### src/rtl/arb_pkg.sv
package arb_pkg;
  localparam int LVL_W   = 3;
  localparam int NUM_LVL = 1 << LVL_W;

  typedef logic [LVL_W-1:0] lvl_t;

  // Position reached by stepping forward from `last` by `step`, wrapping at n.
  function automatic int rr_slot(input int last, input int step, input int n);
    return (last + step) % n;
  endfunction

  // True when a beat closes the burst: count reached or slave marked it last.
  function automatic logic burst_closes(input logic act, input logic bt,
                                        input logic lst, input logic cnt_hit);
    return act && bt && (cnt_hit || lst);
  endfunction
endpackage

### src/rtl/prio_regs.sv
module prio_regs import arb_pkg::*; #(
  parameter int NUM_MST = 6,
  parameter int IDX_W   = 3,
  parameter logic [NUM_MST*LVL_W-1:0] DEF_PRIO = '0
) (
  input  logic                     clk,
  input  logic                     rst_n,
  input  logic                     cfg_we,
  input  logic [IDX_W-1:0]         cfg_idx,
  input  lvl_t                     cfg_lvl,
  output logic [NUM_MST*LVL_W-1:0] lvl_flat
);
  for (genvar m = 0; m < NUM_MST; m++) begin : g_lvl
    lvl_t lvl_q;
    always_ff @(posedge clk or negedge rst_n) begin
      if (!rst_n) lvl_q <= DEF_PRIO[m*LVL_W +: LVL_W];
      else if (cfg_we && (cfg_idx == IDX_W'(m))) lvl_q <= cfg_lvl;
    end
    assign lvl_flat[m*LVL_W +: LVL_W] = lvl_q;
  end
endmodule

### src/rtl/level_select.sv
module level_select import arb_pkg::*; #(
  parameter int NUM_MST = 6
) (
  input  logic [NUM_MST-1:0]       req,
  input  logic [NUM_MST*LVL_W-1:0] lvl_flat,
  output logic                     any_req,
  output lvl_t                     best_lvl,
  output logic [NUM_MST-1:0]       cand
);
  always_comb begin
    best_lvl = '1;
    any_req  = |req;
    for (int m = 0; m < NUM_MST; m++) begin
      if (req[m] && (lvl_flat[m*LVL_W +: LVL_W] < best_lvl))
        best_lvl = lvl_flat[m*LVL_W +: LVL_W];
    end
    for (int m = 0; m < NUM_MST; m++)
      cand[m] = req[m] && (lvl_flat[m*LVL_W +: LVL_W] == best_lvl);
  end
endmodule

### src/rtl/rr_pick.sv
module rr_pick import arb_pkg::*; #(
  parameter int NUM_MST = 6,
  parameter int IDX_W   = 3
) (
  input  logic               clk,
  input  logic               rst_n,
  input  logic [NUM_MST-1:0] cand,
  input  lvl_t               best_lvl,
  input  logic               take,
  output logic [IDX_W-1:0]   pick_idx
);
  logic [IDX_W-1:0] ptr_q [NUM_LVL];
  logic             found;
  int               slot;

  always_comb begin
    pick_idx = '0;
    found    = 1'b0;
    slot     = 0;
    for (int s = 1; s <= NUM_MST; s++) begin
      slot = rr_slot(int'(ptr_q[best_lvl]), s, NUM_MST);
      if (!found && cand[slot]) begin
        found    = 1'b1;
        pick_idx = IDX_W'(slot);
      end
    end
  end

  for (genvar l = 0; l < NUM_LVL; l++) begin : g_ptr
    always_ff @(posedge clk or negedge rst_n) begin
      if (!rst_n) ptr_q[l] <= IDX_W'(NUM_MST - 1);
      else if (take && (best_lvl == lvl_t'(l))) ptr_q[l] <= pick_idx;
    end

    // only the winning level's rotation position may move
    assert_ptr_isolated_R5: assert property (@(posedge clk) disable iff (!rst_n)
      (!take || (best_lvl != lvl_t'(l))) |=> $stable(ptr_q[l]));
  end

  // the chosen master is one of the candidates at the winning level
  assert_pick_is_cand_R4: assert property (@(posedge clk) disable iff (!rst_n)
    take |-> cand[pick_idx]);
endmodule

### src/rtl/burst_tracker.sv
module burst_tracker import arb_pkg::*; #(
  parameter int LEN_W = 4
) (
  input  logic             clk,
  input  logic             rst_n,
  input  logic             start,
  input  logic [LEN_W-1:0] start_len,
  input  logic             beat,
  input  logic             last_beat,
  output logic             busy,
  output logic             burst_end
);
  logic [LEN_W-1:0] cnt_q, len_q;

  assign burst_end = burst_closes(busy, beat, last_beat, cnt_q == len_q);

  always_ff @(posedge clk or negedge rst_n) begin
    if (!rst_n) begin
      busy  <= 1'b0;
      cnt_q <= '0;
      len_q <= '0;
    end else if (start) begin
      busy  <= 1'b1;
      cnt_q <= '0;
      len_q <= start_len;
    end else if (burst_end) begin
      busy  <= 1'b0;
    end else if (busy && beat) begin
      cnt_q <= cnt_q + 1'b1;
    end
  end

  // the beat count never passes the latched length
  assert_cnt_in_range_R6: assert property (@(posedge clk) disable iff (!rst_n)
    busy |-> (cnt_q <= len_q));

  // beats without an active burst cannot start one
  assert_idle_beats_R11: assert property (@(posedge clk) disable iff (!rst_n)
    (!busy && !start) |=> !busy);
endmodule

### src/rtl/prio_rr_arbiter.sv
module prio_rr_arbiter import arb_pkg::*; #(
  parameter int NUM_MST = 6,
  parameter int LEN_W   = 4,
  parameter int IDX_W   = (NUM_MST > 1) ? $clog2(NUM_MST) : 1,
  parameter logic [NUM_MST*LVL_W-1:0] DEF_PRIO =
    {3'd5, 3'd2, 3'd0, 3'd0, 3'd2, 3'd2}
) (
  input  logic                     clk,
  input  logic                     rst_n,
  input  logic [NUM_MST-1:0]       req,
  input  logic [NUM_MST*LEN_W-1:0] burst_len,
  input  logic                     beat,
  input  logic                     last_beat,
  input  logic                     cfg_we,
  input  logic [IDX_W-1:0]         cfg_idx,
  input  logic [LVL_W-1:0]         cfg_lvl,
  output logic [NUM_MST-1:0]       gnt,
  output logic [IDX_W-1:0]         gnt_idx
);
  logic [NUM_MST*LVL_W-1:0] lvl_flat;
  logic                     any_req;
  lvl_t                     best_lvl;
  logic [NUM_MST-1:0]       cand;
  logic [IDX_W-1:0]         pick_idx;
  logic                     busy, burst_end;
  logic                     arb_point, start;
  logic [LEN_W-1:0]         start_len;
  logic [IDX_W-1:0]         owner_q;

  assign arb_point = !busy || burst_end;
  assign start     = arb_point && any_req;
  assign start_len = burst_len[pick_idx*LEN_W +: LEN_W];

  prio_regs #(.NUM_MST(NUM_MST), .IDX_W(IDX_W), .DEF_PRIO(DEF_PRIO)) u_regs (
    .clk(clk), .rst_n(rst_n), .cfg_we(cfg_we), .cfg_idx(cfg_idx),
    .cfg_lvl(cfg_lvl), .lvl_flat(lvl_flat));

  level_select #(.NUM_MST(NUM_MST)) u_lvl (
    .req(req), .lvl_flat(lvl_flat), .any_req(any_req),
    .best_lvl(best_lvl), .cand(cand));

  rr_pick #(.NUM_MST(NUM_MST), .IDX_W(IDX_W)) u_rr (
    .clk(clk), .rst_n(rst_n), .cand(cand), .best_lvl(best_lvl),
    .take(start), .pick_idx(pick_idx));

  burst_tracker #(.LEN_W(LEN_W)) u_burst (
    .clk(clk), .rst_n(rst_n), .start(start), .start_len(start_len),
    .beat(beat), .last_beat(last_beat), .busy(busy), .burst_end(burst_end));

  always_ff @(posedge clk or negedge rst_n) begin
    if (!rst_n)     owner_q <= '0;
    else if (start) owner_q <= pick_idx;
  end

  always_comb begin
    for (int m = 0; m < NUM_MST; m++)
      gnt[m] = busy && (owner_q == IDX_W'(m));
    gnt_idx = busy ? owner_q : '0;
  end

  // at most one master granted
  assert_gnt_onehot_R2: assert property (@(posedge clk) disable iff (!rst_n)
    $onehot0(gnt));

  // the winner sits at the most urgent requesting level
  assert_pick_from_best_R3: assert property (@(posedge clk) disable iff (!rst_n)
    start |-> cand[pick_idx]);

  // mid-burst the grant does not move
  assert_hold_mid_burst_R6: assert property (@(posedge clk) disable iff (!rst_n)
    (busy && !burst_end) |=> ($stable(gnt) && (gnt != '0)));

  // a closing beat with requests pending hands over on the next clock
  assert_back_to_back_R8: assert property (@(posedge clk) disable iff (!rst_n)
    (burst_end && any_req) |=> (gnt != '0));

  // a decision point without requests leaves no grant
  assert_idle_no_gnt_R10: assert property (@(posedge clk) disable iff (!rst_n)
    (arb_point && !any_req) |=> (gnt == '0));
endmodule

### config.mk
export PLATFORM = sky130hd
export DESIGN_NAME = prio_rr_arbiter
export DESIGN_NICKNAME = d
export VERILOG_FILES = /design/src/rtl/arb_pkg.sv /design/src/rtl/prio_regs.sv /design/src/rtl/level_select.sv /design/src/rtl/rr_pick.sv /design/src/rtl/burst_tracker.sv /design/src/rtl/prio_rr_arbiter.sv
export SDC_FILE = /design/constraint.sdc
export NUM_CORES = 1
export LEC_CHECK = 0
export BUFFER_PORTS_ARGS = -buffer_cell sky130_fd_sc_hd__buf_2
export CORE_ASPECT_RATIO = 1.25
export CORE_MARGIN = 2
export CORE_UTILIZATION = 35
export DETAILED_ROUTE_END_ITERATION = 12
export GPL_TIMING_DRIVEN = 0
export HOLD_SLACK_MARGIN = 0.02
export SYNTH_ARGS = -nofsm -noshare
export SYNTH_HDL_FRONTEND = slang
export SYNTH_SLANG_ARGS = --single-unit
### constraint.sdc
create_clock -name clk -period 14.5 [get_ports clk]
set_input_delay 0.725 -clock clk [delete_from_list [all_inputs] [get_ports clk]]
set_output_delay 0.725 -clock clk [all_outputs]
set_load 0.01 [all_outputs]
### Word-level counts from Yosys, hierarchy flattened

Cells that the tools add are included.

| storage, ports and cells | value |
|---|---|
| register bits | 54 |
| input bits | 41 |
| output and inout port bits | 9 |
| logic and storage cells | 170 |

| operators by class | value |
|---|---|
| add/sub/neg operators | 7 |
| div/mod/pow operators | 6 |
| order comparisons | 13 |
| equality and inequality tests | 25 |
| shift-type cells | 1 |
| mux-type cells | 44 |
| bitwise gates (word level) | 1 |
| reduce and logical (&&, ||, !) cells | 55 |

Operator list:

| cell | count |
|---|---|
| 32-bit by 5-bit less-than comparator with 1-bit output, second input constant | 6 |
| 32-bit by 4-bit remainder unit with 32-bit output, second input constant | 6 |
| 3-bit two-way mux | 15 |
| 1-bit logical AND | 40 |
| 3-bit == test, second input constant | 8 |
| 24-bit by 6-bit variable part select with 4-bit output | 1 |
| 1-bit two-way mux | 19 |
| 1-bit binary-select mux with 3-bit select | 6 |
| 3-bit by 2-bit == test with 1-bit output, second input constant | 6 |
| 3-bit == test | 6 |
| 3-bit less-than comparator | 5 |
| 3-bit by 3-bit adder with 4-bit output, second input constant | 3 |
| 4-bit two-way mux | 3 |
| 3-bit binary-select mux with 3-bit select | 1 |
| 3-bit by 1-bit == test with 1-bit output, second input constant | 3 |
| 3-bit logical NOT | 3 |
| 3-bit by 2-bit adder with 4-bit output, second input constant | 2 |
| 1-bit logical NOT | 6 |
| 6-bit OR reduction | 1 |
| 3-bit by 1-bit adder with 4-bit output, second input constant | 1 |
| 4-bit by 1-bit adder with 4-bit output, second input constant | 1 |
| 4-bit == test | 1 |
| 4-bit >= comparator, second input constant | 1 |
| 3-bit inverter with 4-bit output | 1 |
| other kinds (5) | 7 |

### Longest topological paths before layout

| logic depth | value |
|---|---|
| word-level depth | 44 |
| gate-level depth with buffers | 39 |
| depth with buffers taken out | 33 |

### Cells and area by module

A second synthesis with hierarchy kept.

| second synthesis, totals | value |
|---|---|
| cells, all modules | 569 |
| area total of the unflattened synthesis | 5372.7 um^2 |

By module, submodules not included:

| module | instances | cells each | area an instance (um^2) | seq. area each (um^2) |
|---|---|---|---|---|
| rr_pick | 1 | 318 | 2862.7 | 620.6 |
| level_select | 1 | 128 | 865.8 | 0.0 |
| prio_regs | 1 | 42 | 783.3 | 456.7 |
| burst_tracker | 1 | 37 | 461.7 | 225.2 |
| prio_rr_arbiter | 1 | 44 | 399.1 | 75.1 |

### Worst setup path before layout

Ideal clock, no wire load.

| timing path | value |
|---|---|
| kind | input to register |
| start point | in req[1] |
| end point | reg u_burst.len_q[3] |
| setup time | 0.135 ns |
| arrival | 7.845 ns |
| required time | 14.365 ns |
| slack | 6.521 ns |
| stages on the path | 37 |
| path buffers | 6 |
| path through | nor2b_1 -> buf_4 -> or3_1 -> clkbuf_1 -> nand2_1 -> o2bb2ai_2 -> nand2_1 -> a22oi_1 -> ha_1 -> nand2_1 -> nand3b_1 -> nor2_1 -> and2_1 -> a31oi_1 -> nand2_1 -> o211ai_1 -> and2_1 -> buf_2 -> o2111ai_1 -> nand3_1 -> inv_1 -> ha_1 -> clkbuf_1 -> xnor2_1 -> ha_1 -> nand2b_1 -> a21o_1 -> a311o_1 -> nor4_1 -> a211oi_2 -> or2_1 -> a31o_2 -> buf_2 -> a21o_1 -> clkbuf_1 -> a211oi_1 -> o31ai_1 |

| on the way | value |
|---|---|
| cells in the longest elaborated chain, start to end | 40 |
| elaborated cells on any way between the ends | 84 |
| those cells by class | 6 x add/sub; 6 x div; 4 x order compare; 6 x eq/ne; 1 x shift; 37 x mux; 1 x bitwise; 23 x reduce/logical |

RTL lines:

| what | RTL line | source |
|---|---|---|
| start: declaration | prio_rr_arbiter.sv:10 | `input logic [NUM_MST-1:0] req,` |
| 1-bit logical AND | level_select.sv:14 | `if (req[m] && (lvl_flat[m*LVL_W +: LVL_W] < best_lvl))` |
| 3-bit two-way mux | level_select.sv:14 |  |
| 3-bit less-than comparator | level_select.sv:14 |  |
| 1-bit logical AND | level_select.sv:14 |  |
| 3-bit two-way mux | level_select.sv:14 |  |
| 3-bit less-than comparator | level_select.sv:14 |  |
| 1-bit logical AND | level_select.sv:14 |  |
| 3-bit two-way mux | level_select.sv:14 |  |
| (+24 left out) | -- |  |
| 1-bit two-way mux | rr_pick.sv:22 | `if (!found && cand[slot]) begin` |
| 1-bit logical NOT | rr_pick.sv:22 |  |
| 1-bit logical AND | rr_pick.sv:22 |  |
| 1-bit two-way mux | rr_pick.sv:22 |  |
| 1-bit logical NOT | rr_pick.sv:22 |  |
| 1-bit logical AND | rr_pick.sv:22 |  |
| 3-bit two-way mux | rr_pick.sv:22 |  |
| 24-bit by 6-bit variable part select with 4-bit output | prio_rr_arbiter.sv:32 | `assign start_len = burst_len[pick_idx*LEN_W +: LEN_W];` |
| end signal: assignment | burst_tracker.sv:25 | `len_q <= start_len;` |
| end: declaration | burst_tracker.sv:13 | `logic [LEN_W-1:0] cnt_q, len_q;` |

Parallel ways exist; a longest one is shown, timed or not. The select of a mux whose other input is x is not followed.
A chain may end at the register's enable or synchronous reset.

### Final worst setup path

| timing path | value |
|---|---|
| start point | in req[0] |
| end point | reg u_burst.len_q[3] |

| on the way | value |
|---|---|
| cells in the longest elaborated chain, start to end | 43 |
| elaborated cells on any way between the ends | 87 |
| those cells by class | 6 x add/sub; 6 x div; 5 x order compare; 6 x eq/ne; 1 x shift; 38 x mux; 1 x bitwise; 24 x reduce/logical |

RTL lines:

| what | RTL line |
|---|---|
| 1-bit logical AND | level_select.sv:14 |
| 3-bit two-way mux | level_select.sv:14 |
| 3-bit less-than comparator | level_select.sv:14 |
| 1-bit logical AND | level_select.sv:14 |
| 3-bit two-way mux | level_select.sv:14 |
| 3-bit less-than comparator | level_select.sv:14 |
| 1-bit logical AND | level_select.sv:14 |
| 3-bit two-way mux | level_select.sv:14 |
| (+27 left out) | -- |
| 1-bit two-way mux | rr_pick.sv:22 |
| 1-bit logical NOT | rr_pick.sv:22 |
| 1-bit logical AND | rr_pick.sv:22 |
| 1-bit two-way mux | rr_pick.sv:22 |
| 1-bit logical NOT | rr_pick.sv:22 |
| 1-bit logical AND | rr_pick.sv:22 |
| 3-bit two-way mux | rr_pick.sv:22 |
| 24-bit by 6-bit variable part select with 4-bit output | prio_rr_arbiter.sv:32 |

Parallel ways exist; a longest one is shown, timed or not. The select of a mux whose other input is x is not followed.

==> results.cfg <==
[synth]
yosysMostFrequentCell = nand2_1
synth_seq_cells = 54
synth_cell_types = 91
synth_common_cells = nand2_1, nor2_1, inv_1, mux2_2, dfrtp_1
netlist_area_sq_um = 5210
synthArstFlopShare = 1.00
yosys.area.top_type_share = 0.159
synth_top_cell_by_area = dfrtp_1
postSynthCellCount = 618
synthTopCellsByArea = dfrtp_1, dfstp_2, mux2_2
avgSynthCellArea_sq_um = 8.43
yosys_warnings = 0
synthFlopType = dfrtp_1
synth_edf_count = 0
seq_area_frac_synth = 0.265
synth_nets = 676

[drt]
wl_per_cell_microns = 17.3
postRouteAntennaNets = 0
detail_route.iter0.violations = 367
drc = 0
dr.pass1.iters = 6
routed_via_density = 5.96
num_vias = 5087
wl_mm = 14.7

[global_routing]
grt_pass1_vias = 4897
grt_max_degree = 55
antenna_found_initial = 0
gr-usage-met1 = 0.226
use_met2 = 0.334
grt_pass1_wl_mm = 24.2
grt-ovfl-total = 0
use_met3 = 0.0169
top_usage_layer = met2
track_usage = 0.183

[clock_tree]
cts_num_sinks = 54
cts_inserted_buffers = 5
clkLatencyLatePin_ps = 300
cts_htree_levels = 2
clk_pin_slew_ps = 80
cts_hold_buf = 0
cts_setup_buffers = 0
postCtsResizedCells = 0
cts_root_buffer = clkbuf_16
cts_tree = done
cts_max_path_buffers = 2

[place]
place.gp.congestion = 0.953
place_ws_ps = 4690
port_buffers = 49
dp_hpwl_mm = 11.3

[sta]
setup_ws_ps = 4810
finalCriticalPeriod_ps = 9690
final-max-slew-violation-count = 0
finalCritPeriodShare = 0.668
fin_worst_skew_ps = 9.48
rsz0062_at_grt = false
slew_headroom = 0.205
hold_viol = 0
maxClockFrequency_mhz = 103
setup_violations = 0
worst_slew_pin_slew_ps = 1190
setup-tns-final_ps = 0

[worst_hold_path]
worstHoldPathType = reg2reg
hold_depth = 2

[floorplan]
coreArea_sq_um = 14500
ios = 50
die_y_microns = 140
die_w_microns = 113
initial_core_util = 0.360
design.die.area_sq_um = 15900
rows = 49

[final_layout]
antenna_cells = 0
fin_nets = 732
area_growth_pct = 11.9
drive_gt1_frac = 0.225

[worst_setup_path]
cp_slowest_cell = o211ai_1
reg2reg_slack_ps = 5030
worst-path-max-fanout = 10
end_kind = register
cp_slowest_stage_delay_ps = 570
crit_path_start_kind = primary input
arrival_ps = 9900
cp.required_ps = 14710
rr_worst_depth = 38
timing_worst_setup_path_type = in2reg

[flow_run]
maxCapViolCount = 0

[status]
outcome = complete, no violations
## final timing paths
path / startpoint / end
min reg2reg: u_rr.ptr_q[5]$_DFFE_PN1P_ / u_rr.ptr_q[5]$_DFFE_PN1P_
max: req[0] / u_burst.len_q[3]$_DFFE_PN0P_
max in group asynchronous: rst_n / u_rr.ptr_q[1]$_DFFE_PN0P_
min: u_rr.ptr_q[5]$_DFFE_PN1P_ / u_rr.ptr_q[5]$_DFFE_PN1P_
max reg2reg: u_regs.g_lvl[1].lvl_q[2]$_DFFE_PN0P_ / u_burst.len_q[3]$_DFFE_PN0P_
min in group asynchronous: rst_n / u_regs.g_lvl[5].lvl_q[1]$_DFFE_PN0P_
## sequential cells by signal, indices dropped and copies added, names as in the netlist
name,count
u_burst.cnt_q,4
u_burst.busy,1
u_rr.ptr_q,24
u_regs.g_lvl.lvl_q,18
u_burst.len_q,4
owner_q,3
## through the flow
| step | cell area, sq um | instances | util | hold WS, ps |
|---|---|---|---|---|
| after floorplan | 5210 | 618 | - | 429 |
| after global placement | 5680 | 845 | 0.392 | 486 |
| after detailed placement | 5680 | 845 | 0.392 | 483 |
| after CTS | 5830 | 853 | 0.403 | 496 |
| after global routing | 5830 | 853 | 0.403 | 513 |
| final | 5830 | 853 | 0.403 | 494 |
## layer usage
metal / vias to the layer above / wire length (microns) / share of wire
met5: - / 0 / 0
met4: 0 / 251 / 0.017
met3: 23 / 532 / 0.036
met2: 146 / 7860 / 0.53
met1: 2482 / 6090 / 0.41
li1: 2436 / - / -
## final cells by class
cell class | instances | area (sq um)
Fill cell | 1461 | 8640
Multi-Input combinational cell | 495 | 3520
Sequential cell | 54 | 1380
Timing Repair Buffer | 49 | 245
Tap cell | 178 | 223
Buffer | 31 | 170
Inverter | 38 | 143
Clock buffer | 5 | 125
Clock inverter | 3 | 26.3
## cell families after synthesis
group,Yosys count,synth area share
fa+ha+maj,18,0.0428
xor+xnor,24,0.0404
compound gates,193,0.289
buf+inv,69,0.0601
simple gates,215,0.209
mux,45,0.0949
flops,54,0.265
## cell usage in the layout (no fill, tap or decap), drive strengths merged, types with 5 or more instances in the layout
cell type,n
nand2,67
buf,65
nor2,43
inv,39
mux2,35
dfrtp,33
a21oi,30
dfstp,21
o21ai,21
clkbuf,20
a211oi,19
xnor2,18
ha,17
o211ai,17
nand3,13
nand4,13
nor3,12
and2,12
nor2b,11
nand2b,10
mux2i,10
o31ai,7
a21o,7
a2111oi,7
a211o,6
xor2,6
o22ai,6
o211a,6
nor4,6
or2,5
## worst max-delay path: cells and delay by family
family	cells	cell delay, ps
simple gates	12	2400
compound gates	13	4000
buf+inv	6	1470
xor+xnor	1	480
fa+ha+maj	3	820
Power is not shown: default switching activity piles up to over one toggle a cycle in this logic, so the estimate is an artifact.
